<file path="config.mk">
export PLATFORM = sky130hd
export DESIGN_NAME = serCmdRx
export DESIGN_NICKNAME = d
export VERILOG_FILES = /design/src/rtl/serRxPkg.sv /design/src/rtl/serRxSync.sv /design/src/rtl/serRxCtrl.sv /design/src/rtl/serRxDatapath.sv /design/src/rtl/serCmdRx.sv
export SDC_FILE = /design/constraint.sdc
export NUM_CORES = 1
export LEC_CHECK = 0
export BUFFER_PORTS_ARGS = -buffer_cell sky130_fd_sc_hd__buf_4
export CAP_MARGIN = 5
export CORE_MARGIN = 10
export CORE_UTILIZATION = 53
export DETAILED_ROUTE_END_ITERATION = 8
export PLACE_DENSITY = 0.75
export SLEW_MARGIN = 10
export SYNTH_ARGS = -nofsm -noshare
export SYNTH_HDL_FRONTEND = slang
export SYNTH_SLANG_ARGS = --single-unit
</file>
<file path="constraint.sdc">
create_clock -name clk -period 1.95 [get_ports clk]
set_input_delay 0.0975 -clock clk [delete_from_list [all_inputs] [get_ports clk]]
set_output_delay 0.0975 -clock clk [all_outputs]
set_load 0.1 [all_outputs]
</file>
<file path="src/rtl/serRxPkg.sv">
package serRxPkg;

  // Strobes passed from the control module to the datapath.
  typedef struct packed {
    logic clear;    // receiver not selected: empty the shift register
    logic shift;    // a qualified sclk rising edge
    logic capture;  // the shift that completes a unit
    logic bitIn;    // synchronised serial data bit
    logic dcIn;     // synchronised data/command select
  } rxStrobes_t;

endpackage

</file>
<file path="src/rtl/serRxSync.sv">
module serRxSync #(
  parameter int WIDTH  = 6,
  parameter int STAGES = 2
) (
  input  logic             clk,
  input  logic             rstN,
  input  logic [WIDTH-1:0] asyncIn,
  output logic [WIDTH-1:0] syncOut
);

  logic [WIDTH-1:0] stage [STAGES];

  genvar g;
  generate
    for (g = 0; g < STAGES; g++) begin : gStage
      if (g == 0) begin : gFirst
        always_ff @(posedge clk or negedge rstN) begin
          if (!rstN) stage[g] <= '0;
          else       stage[g] <= asyncIn;
        end
      end else begin : gRest
        always_ff @(posedge clk or negedge rstN) begin
          if (!rstN) stage[g] <= '0;
          else       stage[g] <= stage[g-1];
        end
      end
    end
  endgenerate

  assign syncOut = stage[STAGES-1];

endmodule

</file>
<file path="src/rtl/serRxCtrl.sv">
module serRxCtrl
  import serRxPkg::*;
#(
  parameter int UNIT_BITS = 8
) (
  input  logic       clk,
  input  logic       rstN,
  input  logic       modeS,
  input  logic       csLowNS,
  input  logic       csHighS,
  input  logic       sclkS,
  input  logic       sdataS,
  input  logic       dcS,
  output rxStrobes_t strobes
);

  localparam int CNT_W = $clog2(UNIT_BITS);
  localparam logic [CNT_W-1:0] LAST = CNT_W'(UNIT_BITS - 1);

  logic             enable;
  logic             sclkPrev;
  logic             rise;
  logic [CNT_W-1:0] bitCount;

  // Selected only when serial mode is set and both chip selects are active.
  assign enable = modeS & ~csLowNS & csHighS;
  assign rise   = enable & sclkS & ~sclkPrev;

  always_ff @(posedge clk or negedge rstN) begin
    if (!rstN) sclkPrev <= 1'b0;
    else       sclkPrev <= sclkS;
  end

  always_ff @(posedge clk or negedge rstN) begin
    if (!rstN)                bitCount <= '0;
    else if (!enable)         bitCount <= '0;
    else if (rise) begin
      if (bitCount == LAST)   bitCount <= '0;
      else                    bitCount <= bitCount + 1'b1;
    end
  end

  always_comb begin
    strobes.clear   = ~enable;
    strobes.shift   = rise;
    strobes.capture = rise & (bitCount == LAST);
    strobes.bitIn   = sdataS;
    strobes.dcIn    = dcS;
  end

  // the counter steps by one per qualified edge below the last bit.
  a_r11_count_steps: assert property (@(posedge clk) disable iff (!rstN)
    (rise && bitCount != LAST) |=> (bitCount == $past(bitCount) + 1'b1));

  // the counter wraps to zero after the edge that completes a unit.
  a_r11_count_wraps: assert property (@(posedge clk) disable iff (!rstN)
    strobes.capture |=> (bitCount == '0));

endmodule

</file>
<file path="src/rtl/serRxDatapath.sv">
module serRxDatapath
  import serRxPkg::*;
#(
  parameter int UNIT_BITS = 8
) (
  input  logic                 clk,
  input  logic                 rstN,
  input  rxStrobes_t           strobes,
  output logic                 byteValid,
  output logic [UNIT_BITS-1:0] byteOut,
  output logic                 isData
);

  logic [UNIT_BITS-1:0] shiftReg;
  logic [UNIT_BITS-1:0] nextShift;

  assign nextShift = {shiftReg[UNIT_BITS-2:0], strobes.bitIn};

  always_ff @(posedge clk or negedge rstN) begin
    if (!rstN)              shiftReg <= '0;
    else if (strobes.clear) shiftReg <= '0;
    else if (strobes.shift) shiftReg <= nextShift;
  end

  always_ff @(posedge clk or negedge rstN) begin
    if (!rstN) begin
      byteValid <= 1'b0;
      byteOut   <= '0;
      isData    <= 1'b0;
    end else begin
      byteValid <= strobes.capture;
      if (strobes.capture) begin
        byteOut <= nextShift;
        isData  <= strobes.dcIn;
      end
    end
  end

  a_r4_one_cycle_pulse: assert property (@(posedge clk) disable iff (!rstN)
    byteValid |=> !byteValid);

  a_r10_hold_outputs: assert property (@(posedge clk) disable iff (!rstN)
    !strobes.capture |=> ($stable(byteOut) && $stable(isData)));

  a_r7_clear_on_deselect: assert property (@(posedge clk) disable iff (!rstN)
    strobes.clear |=> (shiftReg == '0));

  a_r5_flag_from_select: assert property (@(posedge clk) disable iff (!rstN)
    strobes.capture |=> (isData == $past(strobes.dcIn)));

endmodule

</file>
<file path="src/rtl/serCmdRx.sv">
module serCmdRx
  import serRxPkg::*;
#(
  parameter int UNIT_BITS   = 8,
  parameter int SYNC_STAGES = 2
) (
  input  logic                 clk,
  input  logic                 rstN,
  input  logic                 serialMode,
  input  logic                 csLowN,
  input  logic                 csHigh,
  input  logic                 sclk,
  input  logic                 sdata,
  input  logic                 dcSel,
  output logic                 byteValid,
  output logic [UNIT_BITS-1:0] byteOut,
  output logic                 isData
);

  localparam int N_SYNC = 6;

  logic [N_SYNC-1:0] rawIn;
  logic [N_SYNC-1:0] synIn;
  rxStrobes_t        strobes;

  assign rawIn = {serialMode, csLowN, csHigh, sclk, sdata, dcSel};

  serRxSync #(.WIDTH(N_SYNC), .STAGES(SYNC_STAGES)) uSync (
    .clk     (clk),
    .rstN    (rstN),
    .asyncIn (rawIn),
    .syncOut (synIn)
  );

  serRxCtrl #(.UNIT_BITS(UNIT_BITS)) uCtrl (
    .clk     (clk),
    .rstN    (rstN),
    .modeS   (synIn[5]),
    .csLowNS (synIn[4]),
    .csHighS (synIn[3]),
    .sclkS   (synIn[2]),
    .sdataS  (synIn[1]),
    .dcS     (synIn[0]),
    .strobes (strobes)
  );

  serRxDatapath #(.UNIT_BITS(UNIT_BITS)) uData (
    .clk       (clk),
    .rstN      (rstN),
    .strobes   (strobes),
    .byteValid (byteValid),
    .byteOut   (byteOut),
    .isData    (isData)
  );

endmodule

</file>
Yosys cells after proc, flatten, opt, wreduce, memory -nomap -nowiden
Cells that the tools add are included.
W data, S select, Z words.
- logic and storage cells: 23
- bits of input ports: 8
- register bits: 33
- equal/unequal tests: 2
- muxes and demuxes: 5
- bitwise gates (word level): 7
- $add $sub $neg: 1
- operators by type and width (cell ; number):
    $mux W7 ; 2
    $mux W3 ; 3
    $and A1 B1 Y1 ; 5
    $add A3 B1 Y3 const B ; 1
    $eq A3 B3 Y1 const B ; 1
    $ne A2 B2 Y1 const B ; 1
    $not A1 Y1 ; 2

Logic depth before layout (Yosys ltp)
Gate-level depths: netlist of the first run.
- depth in word-level cells: 7
- depth in mapped cells: 5
- mapped depth without buffers: 4

Modules after synthesis
Synthesis of the first run repeated with hierarchy kept, for this count alone.
- cells, all modules: 83
- area total of the unflattened synthesis: 1256.2 µm²
- modules (own cells, without submodules) (module ; times used ; area each (µm²) ; cells each):
    serRxDatapath ; 1 ; 675.6 ; 42
    serRxSync ; 1 ; 345.3 ; 18
    serRxCtrl ; 1 ; 235.2 ; 23

Worst setup path before layout of the first run
Ideal clock, no wire load.
- path type: register to register
- start point: register uCtrl.bitCount[0]
- end point: register uData.byteOut[0]
- slack: 415 ps
- required time: 1824 ps
- cell stages (with the launch flop): 6
- buffers on the path: 1
- arrival: 1409 ps
- path through: dfrtp_1 > ha_1 > ha_1 > nor4bb_4 > buf_6 > mux2_4
- RTL lines (item ; RTL line ; RTL):
    start, declared ; serRxCtrl.sv:23 ; logic [CNT_W-1:0] bitCount;
    start signal, assigned ; serRxCtrl.sv:39 ; else bitCount <= bitCount + 1'b1;
    end signal, assigned ; serRxDatapath.sv:33 ; byteOut <= nextShift;
    end, declared ; serRxDatapath.sv:10 ; output logic [UNIT_BITS-1:0] byteOut,

Final worst setup path of the first run
- start point: register uCtrl.bitCount[0]
- end point: register uData.byteOut[3]
- longest elaborated chain between the ends: 2
- ends and longest elaborated chain (item ; RTL line ; RTL):
    $eq A3 B3 Y1 ; serRxCtrl.sv:46 ; strobes.capture = rise & (bitCount == LAST);
    $and A1 B1 Y1 ; serRxCtrl.sv:46 ;
Every way passes these cells.
A chain may end at the register's enable or synchronous reset.

==> results of run 1 <==
## what timing repair did
item                      4_1_cts  5_1_grt
gates resized for setup         0        0
hold buffers                    7        0
setup buffers                   0        0
hold endpoints to repair       39        0
## cells in the mapped netlist
cell / count / share of area, %
sky130_fd_sc_hd__dfrtp_1: 33 / 71
sky130_fd_sc_hd__ha_1: 2 / 2.2
sky130_fd_sc_hd__nand3b_4: 1 / 1.7
sky130_fd_sc_hd__nor2_1: 1 / 0.32
sky130_fd_sc_hd__nor3b_2: 1 / 1.1
sky130_fd_sc_hd__nor4bb_4: 1 / 2.2
sky130_fd_sc_hd__a22o_1: 10 / 7.6
sky130_fd_sc_hd__a21oi_2: 1 / 0.76
sky130_fd_sc_hd__mux2_4: 9 / 12
sky130_fd_sc_hd__buf_6: 1 / 0.97
sky130_fd_sc_hd__inv_1: 1 / 0.32
## metal layers
metal / up-vias / GRT usage, %
met3: 2 / 5.02
met4: 0 / 4.71
met1: 310 / 9.64
li1: 283 / -
met2: 15 / 12.7
met5: - / 0
## sequential cells by signal, summed over array words and instances, names as in the netlist
register and flops:
uCtrl.bitCount 3, uCtrl.sclkPrev 1, uData.byteOut 8, uData.byteValid 1, uData.isData 1, uData.shiftReg 7
uSync.stage 6, uSync.syncOut 6
## final cells by class
cell class                 count  area share (%)
timing repair buffer          26            14.7
tap                           27            2.33
inverter                       1           0.259
sequential                    33            57.0
multi-input combinational     26            21.9
clock buffer                   7            3.80
## power groups by stage
stage	registers [uW]	logic [uW]	clock network, uW
after floorplan	718	8.70	0
after global placement	718	32.3	0
after detailed placement	719	33.1	0
after CTS	705	44.3	380
after global routing	707	48.5	403
final	705	42.8	358
## through the flow
stage	power (uW)	instance area [um^2]	worst slack [ps]
2_1_floorplan	726	1160	415
3_3_place_gp	751	1320	366
3_5_place_dp	752	1320	280
4_1_cts	1130	1450	289
5_1_grt	1160	1450	162
6_report	1110	1450	306
## worst max-delay path by stage
stage,end,slack (ps),from,cells after the start
floorplan,uData.byteOut[0],410,uCtrl.bitCount[0],5
global placement,uData.byteOut[1],370,uCtrl.bitCount[0],5
detailed placement,uData.byteOut[4],280,uCtrl.bitCount[0],5
CTS,uData.byteOut[3],290,uCtrl.bitCount[0],5
global route,uData.byteOut[3],160,uCtrl.bitCount[0],5
finish,uData.byteOut[3],310,uCtrl.bitCount[0],5
## cells by family (layout without fill, tap and decap cells)
family	after synthesis	after routing	synth area share [%]
AOI/OAI and AO/OA	11	11	8.32
adders and majority gates	2	2	2.16
buffers and inverters	2	34	1.30
DFF	33	33	71.3
muxes	9	9	11.7
and+or+nand+nor	4	4	5.29
==> impl_summary.md, run 1 <==
Layout
The utilization after layout is 71.7%. Summing all flip-flop and latch instances after layout gives 826 um^2. Summing all multi-input logic gate instances after layout gives 318 um^2. The number of antenna diodes in the final layout is 0. The count of cells in the finished layout, fillers not included, comes to 120. The top cell types in the final layout, fill and taps aside, are sky130_fd_sc_hd__dfrtp_1, sky130_fd_sc_hd__buf_4, sky130_fd_sc_hd__a22o_1. The number of fill cells is 134. From synthesis to final layout, the design area changed by 25.1%. The most common library cell in the layout ignoring fill and taps is sky130_fd_sc_hd__dfrtp_1. The fraction of layout cells with a size suffix above 1 is between 40% and 50%.

The final layout contains 103 nets.

Floorplanning
From bottom edge to top edge, the die measures between 60 and 70 um. The die is 66.8 um wide. The floorplan die area is between 4000 and 5000 um^2. The area of the core is approximately 2000 um^2. The placement row count is 16. The initial core utilization is 57.3%. The total I/O pin count is 18.

Clock tree
The clock-pin slew on the worst setup and hold paths is around 90 ps. The number of clock buffers added by TritonCTS is 5. The H-tree generated during clock tree synthesis spans 2 levels. Counting along the longest clock path gives a buffer depth of 2. TritonCTS built the clock tree.

The clock root buffer is sky130_fd_sc_hd__clkbuf_4. The insertion delay to the later sink of the worst-skew pair is approximately 310 ps. The clock net in this run drives a total of 33 sinks.

Setup path
The worst setup path is launched from a register. The largest stage delay on the critical path is 380 ps. The highest fanout seen on the critical path is 7. In this run the critical register-to-register path is launched from uCtrl.bitCount[0].

The kind of cell with the highest combined delay along the critical path is flip-flops. For the worst setup path, the data required time is about 2200 ps. The capturing element type of the critical path is a register. Counting both buffers and inverters, the worst setup path holds a total of 1. The most numerous cell type found on the critical path is sky130_fd_sc_hd__ha_1. Setup slack on the worst reg-to-reg path comes out at 310 ps.

The classification of the worst setup path is reg2reg. Walking the worst path, the cells encountered are ha_1 > ha_1 > nor4bb_4 > buf_4 > mux2_4. The endpoint identified for the worst register-to-register timing path is uData.byteOut[3]. The cell depth of the worst flop-to-flop path is 5. The slowest stage of the critical path is the sky130_fd_sc_hd__dfrtp_1 cell. STA puts the critical path data arrival time at 1840 ps.

Synth
After synthesis the cells add up to 1160 um^2. After synthesis, the mean cell area works out to between 15 and 20 um^2. The number of unique standard cell types used by synthesis is 11. The net count after synthesis is 71. The total number of yosys warnings is 0. Counting flops and latches in the post-synthesis netlist gives 33. In the synthesized netlist, the number of instances is 61. Of the synthesized area, sequential elements account for a little over 70%.

Power
Summed over all nets, the switching power comes to 215 uW. The worst IR drop on VDD is 0.522 mV. Power spread over the standard cell area amounts to 763 nW/um^2. The part of the power in registers is 63.8%. The internal portion of the total power is between 800 and 900 uW. The fraction of power spent switching nets is 19.4%. Per report_power, the clock group accounts for 32.3% of the total. The static leakage is 0.000733 uW. Combinational cells account for 3.9% of the total power.

Global route
Global routing finished with a remaining overflow of 0. For this run, the total global-route usage over all layers was measured as 8.66%. The first global-routing pass estimated between 2000 and 3000 um of wire.

The number of antenna violations at the first check in global routing is 0. The via count of the first global-routing pass is 661. The maximum number of pins on one net before global-route repair is 34.

Timing
The number of hold violations in the final report is 0. Setup violations remaining at the end of the flow were counted as 0. The worst path in the final design needs a cycle of approximately 1600 ps, including I/O delays and setup.

In the finished design, the share of the clock period the worst path needs comes to 84.3%. Adding up every negative setup slack in the final design gives 0 ps. Based on the critical path, the design can be clocked at up to 608 MHz. The transition time at the pin with the least slew margin is 595 ps. The minimum hold slack is 244 ps. The final max-slew violation count is 0. The worst pin sits at a relative slew slack of 60.2%. Setup repair after global routing left no endpoint under its margin. On the final layout, the worst clock skew is 7.32 ps.

Place
Port buffering added 17 buffers. After legalization and detailed placement, the total HPWL measured 1220 um. Routability-driven placement finished with a final weighted congestion of roughly 0.74.

In this run, placement finished with an instance count of 106.

Drt
The routed length per instance is 14.2 um. In this run the remaining antenna-violating nets after routing total 0. The highest routing layer actually used is met4. The mean number of vias per cell is 5.08. The DRC violation count after routing is 0. The total via count in the routed design is 610. The detailed router's first-iteration violation count is 9. The detailed-route wire length is 1700 um. After detailed routing, the wire length on met1 is 682 um.

Summed over all nets, wire length on met3 after detailed routing comes to 154 um. The first-pass iteration count of the detailed router is 2. The routed length on met2 is 859 um.

Status
The run finished with clean final reports.

Job
The max capacitance violation total is 0.

Hold path
The worst hold path class is in2async.
Note: power is estimated with default switching activity, not from simulation.
==> run 2, diff against run 1 <==
- clock period: 1.95 -> 1.66 ns (I/O delays scaled with it)
==> run 2 against run 1 <==
Net effect: fmax rose by 6.1%; power rose by 16%; clock skew fell by 3.1 ps; sequential share of layout area fell by 0.25 points; design area rose by 0.43%; global-route usage rose by 0.41 points; core utilization rose by 0.31 points; sequential power rose by 17%; setup slack got worse by 190 ps; critical path depth did not move; via count fell by 3.8%.
==> impl_summary.md, run 2 (synthesized netlist as in run 1, its figures left out) <==
Drt
After detailed routing, the average wire length per cell comes to 14.5 um. For this run, design rule violations remaining after detail routing come to 0. For this block, the via count after detailed routing is 587. Summed over all layers, the routed wires come to 1750 um. The detailed router's first-iteration violation count is 11. The first-pass iteration count of the detailed router is 4. Using the TritonRoute via totals, the vias-per-cell ratio works out to 4.85. The post-detailed-route count of antenna-violating nets is 0.

Place
Detailed placement ended at an HPWL of around 1200 um. The count of input and output buffers is 17. OpenSTA, run right after detailed placement, puts the worst setup slack at 24.4 ps. At the end of routability-driven placement, the weighted congestion stood at 0.691. The placed cell count is 106.

Setup path
The startpoint identified for the worst register-to-register timing path is uCtrl.bitCount[0]. STA classifies the critical path startpoint as a register. The critical path required time is 1870 ps. The worst register-to-register path ends at uData.byteOut[3]. Counting cells, the worst reg-to-reg path comes to 5. The arrival time of data at the critical path endpoint is around 1800 ps. The critical path in this run is classified as reg2reg.

The capturing instance or port of the critical path is uData.byteOut[3]. The most critical setup path has its startpoint at uCtrl.bitCount[0]. The worst setup path is captured at a register. The setup check on the worst reg-to-reg path leaves a slack of around 110 ps. The highest fanout seen on the critical path is 10.

Floorplanning
Measured along the x axis, the die boundary spans between 60 and 70 um. In this run the count of I/O pins placed on the die edge is 18. The die covers between 4000 and 5000 um^2. The initial core utilization is 57.3%.

The placement row count is 16. The floorplan die height is between 60 and 70 um. The core region is 2020 um^2.

Timing
The upper clock frequency limit is roughly 650 MHz. The number of hold violations in the final report was 0. Setup repair after global routing left no endpoint under its margin.

The count of endpoints failing setup in the final report is 0. The setup slack of the critical path after layout is approximately 110 ps. The worst pin sits at a relative slew slack of approximately 72%. The transition time at the pin with the least slew margin is 427 ps. Of the available clock period, the critical path in the final layout requires between 90% and 100%.

Adding up every negative setup slack in the final design gives 0 ps. The minimum clock period is between 1500 and 2000 ps. The clock arrives with approximately 4.2 ps of skew.

The final max-slew violation count came to 0. The minimum hold slack is 221 ps.

Layout
After the flow finishes, the layout carries non-filler instances totaling 121. Cells with a size suffix above 1 make up roughly 40% of the layout. The most common library cell in the layout ignoring fill and taps is sky130_fd_sc_hd__dfrtp_1. For this run, the share of the core covered by cells in the final layout is a little under three quarters. The top cell types in the final layout, fill and taps aside, are sky130_fd_sc_hd__dfrtp_1, sky130_fd_sc_hd__buf_4, sky130_fd_sc_hd__a22o_1. The largest registers in the layout are uData.byteOut (8), uData.shiftReg (7). Ranked by flip-flop count, first place goes to uData.byteOut. From synthesis to final layout, the design area changed by 25.6%. The number of fill cells is 131. The register with the most flip-flops in the layout has 8 of them.

0 antenna diodes ended up in the layout. The final layout contains between 100 and 150 nets.

Global route
The maximum number of pins on one net before global-route repair is 34. The global-route wire length before repair is between 2000 and 3000 um. The number of antenna violations at the first check in global routing is 0. The via count of the first global-routing pass is 642. The total global routing overflow is 0. The total track usage is 9.06%.

Hold path
The path class of the tightest hold or removal check is in2async.

Clock tree
The clock passes through at most 2 buffers. The clock-pin slew on the worst setup and hold paths is 90 ps. At the later pin of the worst-skew pair, clock insertion delay measures between 300 and 400 ps. Clock tree synthesis selected as its root buffer the cell sky130_fd_sc_hd__clkbuf_4. CTS built an H-tree with a depth of 2. The post-CTS setup repair buffer count is 0. The post-cts resize count is 0. TritonCTS built the clock tree. The CTS sink count is 33. The clock buffer count from CTS is 5.

Power
The clock network accounts for 31.4% of the total power. The worst IR drop on VDD is 0.762 mV. Summed over all nets, the switching power comes to 267 uW. The internal cell power is about 1000 uW. The fraction of power spent switching nets is 20.8%. The part of the power in registers is 64.6%.

For this design the static power due to leakage is 0.000735 uW. In this run the power density over the cells is 882 nW/um^2. Combinational logic is responsible for 4.0% of the overall power.

Job
The max capacitance violation total is 0.

Status
The flow ran to the end, and the final reports show no timing, DRC or antenna violations.
-- run 2: worst min-delay path by stage --
stage	cells after the start	start	to	slack [ps]
final	2	rstN	uData.byteOut[5]	220
after global routing	2	rstN	uData.byteOut[6]	240
after CTS	2	rstN	uData.byteOut[5]	220
after detailed placement	1	rstN	uData.byteOut[6]	40
after global placement	1	rstN	uData.byteOut[6]	30
after floorplan	0	rstN	uCtrl.bitCount[0]	-210
-- run 2: cell type report --
| type | count | area (um^2) | share of cell area, % |
|---|---|---|---|
| Clock buffer | 8 | 48.8 | 3.35 |
| Inverter | 1 | 3.75 | 0.258 |
| Timing Repair Buffer | 26 | 225 | 15.5 |
| Sequential cell | 33 | 826 | 56.7 |
| Multi-Input combinational cell | 26 | 318 | 21.8 |
| Tap cell | 27 | 33.8 | 2.32 |
-- run 2: layer usage --
layer  global-route usage [%]  part of all wire (%)  vias to the layer above
li1                         -                     -                      283
met1                     8.72                    42                      281
met2                     13.2                    45                       18
met3                     6.86                    10                        5
met4                     6.28                   2.6                        0
met5                        0                     0                        -
-- run 2: worst max-delay path, stage by stage (launching register included) --
cell                       delay, ps
sky130_fd_sc_hd__dfrtp_1         380
sky130_fd_sc_hd__ha_1            160
sky130_fd_sc_hd__ha_1            170
sky130_fd_sc_hd__nor4bb_4        250
sky130_fd_sc_hd__buf_12          180
sky130_fd_sc_hd__mux2_4          300
-- run 2: metrics by stage --
stage,instance area [um^2],total power [uW]
global route,1460,1340
finish,1460,1280
CTS,1460,1300
detailed placement,1340,884
floorplan,1160,853
global placement,1340,883
-- run 2: repair_timing --
item                       CTS  global route
setup endpoints to repair    0             9
hold buffers                 7             0
hold endpoints to repair    39             0
-- run 2: power by group through the flow --
| stage | clock (uW) | combinational (uW) | sequential [uW] |
|---|---|---|---|
| 2_1_floorplan | 0 | 10.2 | 843 |
| 3_3_place_gp | 0 | 38.4 | 844 |
| 3_5_place_dp | 0 | 39.5 | 845 |
| 4_1_cts | 422 | 52.5 | 829 |
| 5_1_grt | 456 | 56.9 | 831 |
| 6_report | 403 | 51.0 | 828 |
